File: src/rtl/pirq_pkg.sv
`timescale 1ns/1ps
package pirq_pkg;
   typedef enum logic [1:0] {
      SEL_MASK  = 2'd0,
      SEL_LEVEL = 2'd1,
      SEL_FLAGS = 2'd2,
      SEL_NONE  = 2'd3
   } reg_sel_e;

   function automatic int unsigned vec_of(input int unsigned idx,
                                          input int unsigned base,
                                          input int unsigned stride);
      return base + idx * stride;
   endfunction
endpackage

File: src/rtl/pirq_regs.sv
`timescale 1ns/1ps
module pirq_regs #(
   parameter int unsigned NSRC = 5,
   parameter int unsigned DW   = 8
) (
   input  logic            clk,
   input  logic            rst_n,
   input  logic            wr_mask,
   input  logic            wr_level,
   input  logic [DW-1:0]   wdata,
   output logic [NSRC-1:0] en_src,
   output logic            en_global,
   output logic [NSRC-1:0] level_hi,
   output logic [DW-1:0]   mask_rd
);
   localparam logic [DW-1:0] MASK_KEEP = (DW'(1) << (DW-1)) | DW'((1 << NSRC) - 1);

   if (NSRC + 1 > DW) begin : g_bad_width
      $error("pirq_regs: mask register too narrow for NSRC plus global bit");
   end

   logic [DW-1:0]   mask_q;
   logic [NSRC-1:0] level_q;

   always_ff @(posedge clk or negedge rst_n) begin
      if (!rst_n) begin
         mask_q <= '0;
      end else if (wr_mask) begin
         mask_q <= wdata & MASK_KEEP;
      end
   end

   always_ff @(posedge clk or negedge rst_n) begin
      if (!rst_n) begin
         level_q <= '0;
      end else if (wr_level) begin
         level_q <= wdata[NSRC-1:0];
      end
   end

   assign en_src    = mask_q[NSRC-1:0];
   assign en_global = mask_q[DW-1];
   assign level_hi  = level_q;
   assign mask_rd   = mask_q;
endmodule

File: src/rtl/pirq_flags.sv
`timescale 1ns/1ps
module pirq_flags #(
   parameter int unsigned NSRC = 5
) (
   input  logic            clk,
   input  logic            rst_n,
   input  logic [NSRC-2:0] hw_evt,
   input  logic            rx_evt,
   input  logic            tx_evt,
   input  logic            sw_wr,
   input  logic [NSRC:0]   sw_data,
   input  logic [NSRC-2:0] ack_clr,
   output logic [NSRC-1:0] pend,
   output logic [NSRC:0]   flag_rd
);
   localparam int unsigned NLATCH = NSRC - 1;

   logic [NLATCH-1:0] lat_q;
   logic              rx_q;
   logic              tx_q;

   for (genvar i = 0; i < NLATCH; i++) begin : g_latch
      always_ff @(posedge clk or negedge rst_n) begin
         if (!rst_n) begin
            lat_q[i] <= 1'b0;
         end else if (hw_evt[i]) begin
            lat_q[i] <= 1'b1;
         end else if (sw_wr) begin
            lat_q[i] <= sw_data[i];
         end else if (ack_clr[i]) begin
            lat_q[i] <= 1'b0;
         end
      end
   end

   always_ff @(posedge clk or negedge rst_n) begin
      if (!rst_n) begin
         rx_q <= 1'b0;
         tx_q <= 1'b0;
      end else begin
         if (rx_evt) begin
            rx_q <= 1'b1;
         end else if (sw_wr) begin
            rx_q <= sw_data[NLATCH];
         end
         if (tx_evt) begin
            tx_q <= 1'b1;
         end else if (sw_wr) begin
            tx_q <= sw_data[NLATCH+1];
         end
      end
   end

   assign pend    = {rx_q | tx_q, lat_q};
   assign flag_rd = {tx_q, rx_q, lat_q};
endmodule

File: src/rtl/pirq_arbiter.sv
`timescale 1ns/1ps
module pirq_arbiter #(
   parameter int unsigned NSRC = 5
) (
   input  logic [NSRC-1:0] cand,
   output logic [NSRC-1:0] grant,
   output logic            any
);
   logic [NSRC:0] seen;

   assign seen[0] = 1'b0;
   for (genvar i = 0; i < NSRC; i++) begin : g_chain
      assign grant[i]  = cand[i] & ~seen[i];
      assign seen[i+1] = seen[i] | cand[i];
   end
   assign any = seen[NSRC];
endmodule

File: src/rtl/pirq_svc.sv
`timescale 1ns/1ps
module pirq_svc (
   input  logic clk,
   input  logic rst_n,
   input  logic take,
   input  logic take_hi,
   input  logic ret,
   output logic svc_hi,
   output logic svc_lo
);
   logic hi_q, lo_q;
   logic clr_hi, clr_lo;

   assign clr_hi = ret & hi_q;
   assign clr_lo = ret & ~hi_q & lo_q;

   always_ff @(posedge clk or negedge rst_n) begin
      if (!rst_n) begin
         hi_q <= 1'b0;
         lo_q <= 1'b0;
      end else begin
         hi_q <= (hi_q & ~clr_hi) | (take & take_hi);
         lo_q <= (lo_q & ~clr_lo) | (take & ~take_hi);
      end
   end

   assign svc_hi = hi_q;
   assign svc_lo = lo_q;
endmodule

File: src/rtl/prio_irq_ctrl.sv
`timescale 1ns/1ps
module prio_irq_ctrl #(
   parameter int unsigned NSRC       = 5,
   parameter int unsigned DW         = 8,
   parameter int unsigned VEC_W      = 16,
   parameter int unsigned VEC_BASE   = 3,
   parameter int unsigned VEC_STRIDE = 8
) (
   input  logic              clk,
   input  logic              rst_n,
   input  logic              reg_wr,
   input  logic [1:0]        reg_sel,
   input  logic [DW-1:0]     reg_wdata,
   output logic [DW-1:0]     reg_rdata,
   input  logic [NSRC-2:0]   ev_hw,
   input  logic              ser_rx_set,
   input  logic              ser_tx_set,
   input  logic              vec_ack,
   input  logic              reti,
   output logic              irq_req,
   output logic              irq_level,
   output logic [VEC_W-1:0]  irq_vector
);
   import pirq_pkg::*;

   if (NSRC < 2 || NSRC + 1 > DW) begin : g_bad_nsrc
      $error("prio_irq_ctrl: NSRC must be at least 2 and leave room for two serial flags");
   end
   if (pirq_pkg::vec_of(NSRC - 1, VEC_BASE, VEC_STRIDE) >= (1 << VEC_W)) begin : g_bad_vec
      $error("prio_irq_ctrl: handler addresses exceed VEC_W");
   end

   reg_sel_e sel;
   assign sel = reg_sel_e'(reg_sel);

   logic [NSRC-1:0] en_src, level_hi, pend;
   logic            en_global;
   logic [DW-1:0]   mask_rd;
   logic [NSRC:0]   flag_rd;
   logic [NSRC-2:0] ack_clr;

   pirq_regs #(.NSRC(NSRC), .DW(DW)) u_regs (
      .clk(clk), .rst_n(rst_n),
      .wr_mask(reg_wr && sel == SEL_MASK),
      .wr_level(reg_wr && sel == SEL_LEVEL),
      .wdata(reg_wdata),
      .en_src(en_src), .en_global(en_global),
      .level_hi(level_hi), .mask_rd(mask_rd)
   );

   pirq_flags #(.NSRC(NSRC)) u_flags (
      .clk(clk), .rst_n(rst_n),
      .hw_evt(ev_hw), .rx_evt(ser_rx_set), .tx_evt(ser_tx_set),
      .sw_wr(reg_wr && sel == SEL_FLAGS),
      .sw_data(reg_wdata[NSRC:0]),
      .ack_clr(ack_clr),
      .pend(pend), .flag_rd(flag_rd)
   );

   logic [NSRC-1:0] cand, cand_hi, cand_lo, grant_hi, grant_lo, grant;
   logic            any_hi, any_lo, pick_hi, pick_lo;
   logic            svc_hi, svc_lo, take;

   assign cand    = pend & en_src & {NSRC{en_global}};
   assign cand_hi = cand & level_hi;
   assign cand_lo = cand & ~level_hi;

   pirq_arbiter #(.NSRC(NSRC)) u_arb_hi (.cand(cand_hi), .grant(grant_hi), .any(any_hi));
   pirq_arbiter #(.NSRC(NSRC)) u_arb_lo (.cand(cand_lo), .grant(grant_lo), .any(any_lo));

   assign pick_hi = ~svc_hi & any_hi;
   assign pick_lo = ~svc_hi & ~svc_lo & ~any_hi & any_lo;
   assign grant   = pick_hi ? grant_hi : (pick_lo ? grant_lo : '0);

   assign irq_req   = pick_hi | pick_lo;
   assign irq_level = pick_hi;
   assign take      = vec_ack & irq_req;
   assign ack_clr   = take ? grant[NSRC-2:0] : '0;

   pirq_svc u_svc (
      .clk(clk), .rst_n(rst_n),
      .take(take), .take_hi(pick_hi), .ret(reti),
      .svc_hi(svc_hi), .svc_lo(svc_lo)
   );

   logic [VEC_W-1:0] vec_term [NSRC];
   for (genvar i = 0; i < NSRC; i++) begin : g_vec
      localparam logic [VEC_W-1:0] ADDR = VEC_W'(pirq_pkg::vec_of(i, VEC_BASE, VEC_STRIDE));
      assign vec_term[i] = grant[i] ? ADDR : '0;
   end

   always_comb begin
      irq_vector = '0;
      for (int i = 0; i < NSRC; i++) begin
         irq_vector = irq_vector | vec_term[i];
      end
   end

   always_comb begin
      case (sel)
         SEL_MASK:  reg_rdata = mask_rd;
         SEL_LEVEL: reg_rdata = DW'(level_hi);
         SEL_FLAGS: reg_rdata = DW'(flag_rd);
         default:   reg_rdata = '0;
      endcase
   end
endmodule

File: config.mk
export PLATFORM = sky130hd
export DESIGN_NAME = prio_irq_ctrl
export DESIGN_NICKNAME = d
export VERILOG_FILES = /design/src/rtl/pirq_pkg.sv /design/src/rtl/pirq_regs.sv /design/src/rtl/pirq_flags.sv /design/src/rtl/pirq_arbiter.sv /design/src/rtl/pirq_svc.sv /design/src/rtl/prio_irq_ctrl.sv
export SDC_FILE = /design/constraint.sdc
export NUM_CORES = 1
export LEC_CHECK = 0
export BUFFER_PORTS_ARGS = -buffer_cell sky130_fd_sc_hd__buf_2
export CAP_MARGIN = 10
export CORE_MARGIN = 3
export CORE_UTILIZATION = 49
export CTS_CLUSTER_DIAMETER = 50
export DETAILED_ROUTE_END_ITERATION = 12
export MAX_ROUTING_LAYER = met4
export PLACE_DENSITY_LB_ADDON = 0.2
export SLEW_MARGIN = 15
export SYNTH_ARGS = -nofsm -noshare
export SYNTH_HDL_FRONTEND = slang
export SYNTH_SLANG_ARGS = --single-unit
File: constraint.sdc
create_clock -name clk -period 2.4 [get_ports clk]
set_clock_uncertainty 0.2 [all_clocks]
set_input_delay 0 -clock clk [delete_from_list [all_inputs] [get_ports clk]]
set_output_delay 0 -clock clk [all_outputs]
set_load 0.01 [all_outputs]
==> results.cfg <==
[pwr]
p_total_mw = 1.124
power.leakage_nw = 0.7957
irDropWorstVdd_mv = 0.4491
power.density_nw_per_um2 = 670.6

[sta]
period_needed_ns = 2.188
worst_slew_pin_slew_ns = 0.8911
final.period_utilization_pct = 91.17
hold_viol_final = 0
max_freq_mhz = 457.0
rsz0062_at_grt = no
setup_tns_ns = 0
finalSetupViolCount = 0
relSlewSlack_pct = 40.40
slew_viol_final = 0

[run]
drv_cap = 0

[placement]
globalplace.congestion = 0.9049
placed_cells = 199
io_buffers = 33
dp_hpwl_um = 2286

[synthesis]
synth.yosys.seq_area_share_pct = 36.05
synth_area_um2 = 1319
syn_avg_cell_area_um2 = 9.353
syn_inst = 141
yosysUniqueCellTypes = 39
yosysWarnings = 0
ys_ff_latch = 19

[setup_path]
cp_max_fo = 13
start_kind = flop
path_class = reg2reg
timing.rr.end = u_svc.svc_hi$_DFF_PN0_
reg2regPathDepth = 5
end_kind = flop
reg2reg_slack_ns = 0.21
required_ns = 2.44
r2r-start = u_regs.mask_rd[7]$_DFFE_PN0P_
worstPathArrival_ns = 2.23

[grt]
grt_max_degree = 20
globalRouteOverflowTotal = 0
antenna_found_initial = 0
grt_pass1_vias = 1202
track_usage_pct = 21.47
grt_pass1_wl_um = 5485

[hold_path]
min_to = u_regs.mask_rd[2]$_DFFE_PN0P_
min_from = reg_sel[0]
hp-class = in2reg
worstHoldPathCells = 3

[final_layout]
drive_gt1_share_pct = 29.02
fill_cells = 206
stdcell_count = 223
antennaDiodeCount = 0
fin_nets = 215
syn_to_final_growth_pct = 27.04

[detailed_routing]
wl_um = 3193
final_antenna_net_count = 0
dr.first_iter.drc_count = 52
viasPerCell = 5.395
wl_per_cell_um = 14.32
drc = 0
drt-pass1-iter-count = 4
vias = 1203

[clock_tree]
clock-sinks = 19
cts_tree = built
cts_buffers = 3
cts.htree.levels = 1
clock_latency_ns = 0.29
clock-root-buffer = clkbuf_4
post-cts-setup-buffers = 0
clkSlewWorstSetupHoldPaths_ns = 0.11
clockBufferDepth = 2

[floorplan]
die-area_um2 = 3350
coreArea_um2 = 2522
initial_core_util_pct = 52.28
die_h_um = 57.88
core.rowCount = 18
die_w_um = 57.88
pin_count = 47

[status]
run_status = completed
## cell families after synthesis
logic type      synth area share [%]
flops                          36.05
simple gates                   16.89
compound gates                 22.30
buf+inv                        12.14
other cells                   0.2844
mux                            12.33
## worst max path at each step
stage                                           endpoint                     startpoint
after global placement    u_flags.flag_rd[1]$_DFFE_PN0P_  u_regs.mask_rd[7]$_DFFE_PN0P_
after floorplan           u_flags.flag_rd[1]$_DFFE_PN0P_  u_regs.mask_rd[7]$_DFFE_PN0P_
after global routing                       irq_vector[5]       u_flags.rx_q$_DFFE_PN0P_
final                             u_svc.svc_hi$_DFF_PN0_  u_regs.mask_rd[7]$_DFFE_PN0P_
after detailed placement  u_flags.flag_rd[1]$_DFFE_PN0P_  u_regs.mask_rd[7]$_DFFE_PN0P_
after CTS                         u_svc.svc_hi$_DFF_PN0_  u_regs.mask_rd[7]$_DFFE_PN0P_
## synth_stat cells
cell type,count,area [um2]
nand2_1,17,63.81
and4_1,1,8.760
o2111a_2,1,12.51
o31ai_1,1,7.510
o211ai_2,1,12.51
nor3b_2,1,12.51
nor2b_1,1,6.260
o21ai_0,10,50.05
nor2_1,8,30.03
mux2_2,10,112.6
a211oi_4,2,40.04
dfrtp_1,19,475.5
o22a_1,1,8.760
clkbuf_1,1,3.750
buf_2,2,10.01
inv_1,10,37.54
mux2i_1,5,50.05
and3b_1,2,17.52
a21oi_1,3,15.01
o22ai_1,1,6.260
buf_6,1,11.26
nand4b_1,1,8.760
and3_2,1,7.510
conb_1,1,3.750
buf_4,13,97.59
a31oi_1,1,6.260
a41o_1,1,10.01
a31o_2,1,8.760
nand3_1,4,20.02
nor3b_1,3,22.52
o221ai_1,1,8.760
o31a_1,3,26.28
nand4_1,1,6.260
a211o_1,5,43.79
o211ai_1,3,22.52
nand3b_1,1,7.510
and3_4,1,11.26
a21o_1,1,7.510
a22oi_1,1,7.510
## what timing repair did
item | in CTS | in global routing
hold buffers | 20 | 0
hold endpoints to repair | 38 | 0
setup endpoints to repair | 0 | 2
resized for setup | 0 | 1
## worst max-delay path: stages, from the launching register on
cell           delay (ns)
dfrtp_2              0.50
and4_1               0.35
a21oi_1              0.10
a31o_2               0.30
o22ai_1              0.12
dlygate4sd3_1        0.56
## sequential cells by signal, summed over array words and instances (netlist names)
| signal | flops |
|---|---|
| u_regs.mask_rd | 6 |
| u_flags.tx_q | 1 |
| u_flags.rx_q | 1 |
| u_svc.svc_hi | 1 |
| u_svc.svc_lo | 1 |
| u_regs.level_hi | 5 |
| u_flags.flag_rd | 4 |
## layer usage
metal / up-vias / part of all wire (%) / GRT usage (%)
li1: 586 / - / -
met1: 562 / 45 / 28.55
met2: 51 / 46 / 35.16
met3: 4 / 8.3 / 2.227
met4: 0 / 0.50 / 5.298
met5: - / 0 / -
## cell usage in the layout (no fill, tap or decap), types with 2 or more instances in the layout
cell,synthesis,routed
buf_2,2,33
dlygate4sd3_1,0,20
dfrtp_1,19,18
nand2_1,17,17
conb_1,1,12
o21ai_0,10,10
inv_1,10,10
mux2_2,10,10
nor2_1,8,8
mux2i_1,5,5
a211o_1,5,5
nand3_1,4,4
nor3b_1,3,3
a21oi_1,3,3
o211ai_1,3,3
o31a_1,3,3
clkbuf_4,0,3
and3b_1,2,2
a211oi_4,2,2
## final cells by class
| class | count | area [um2] | share of cell area, % |
|---|---|---|---|
| clock buffers | 4 | 26.28 | 1.568 |
| inverters | 10 | 37.54 | 2.240 |
| multi-input cells | 106 | 724.4 | 43.24 |
| flip-flops and latches | 19 | 476.7 | 28.45 |
| well taps | 30 | 37.54 | 2.240 |
| repair buffers | 54 | 372.9 | 22.26 |
## metrics by stage
stage | instance area (um2) | setup slack [ns] | utilization (%) | hold WS (ns)
floorplan | 1360 | 0.5642 | - | -0.4956
global placement | 1448 | 0.2847 | 57.39 | -0.2386
detailed placement | 1448 | 0.2599 | 57.39 | -0.2263
CTS | 1674 | 0.1064 | 66.37 | 0.09185
global route | 1675 | 0.06652 | 66.42 | 0.1176
finish | 1675 | 0.2119 | 66.42 | 0.1115
## report_power, final
part	switching (mW)	total (mW)	internal, mW
registers	0.0798	0.454	0.374
logic	0.263	0.505	0.242
clock network	0.0999	0.165	0.0647
Note: power is estimated with default switching activity, not from simulation.
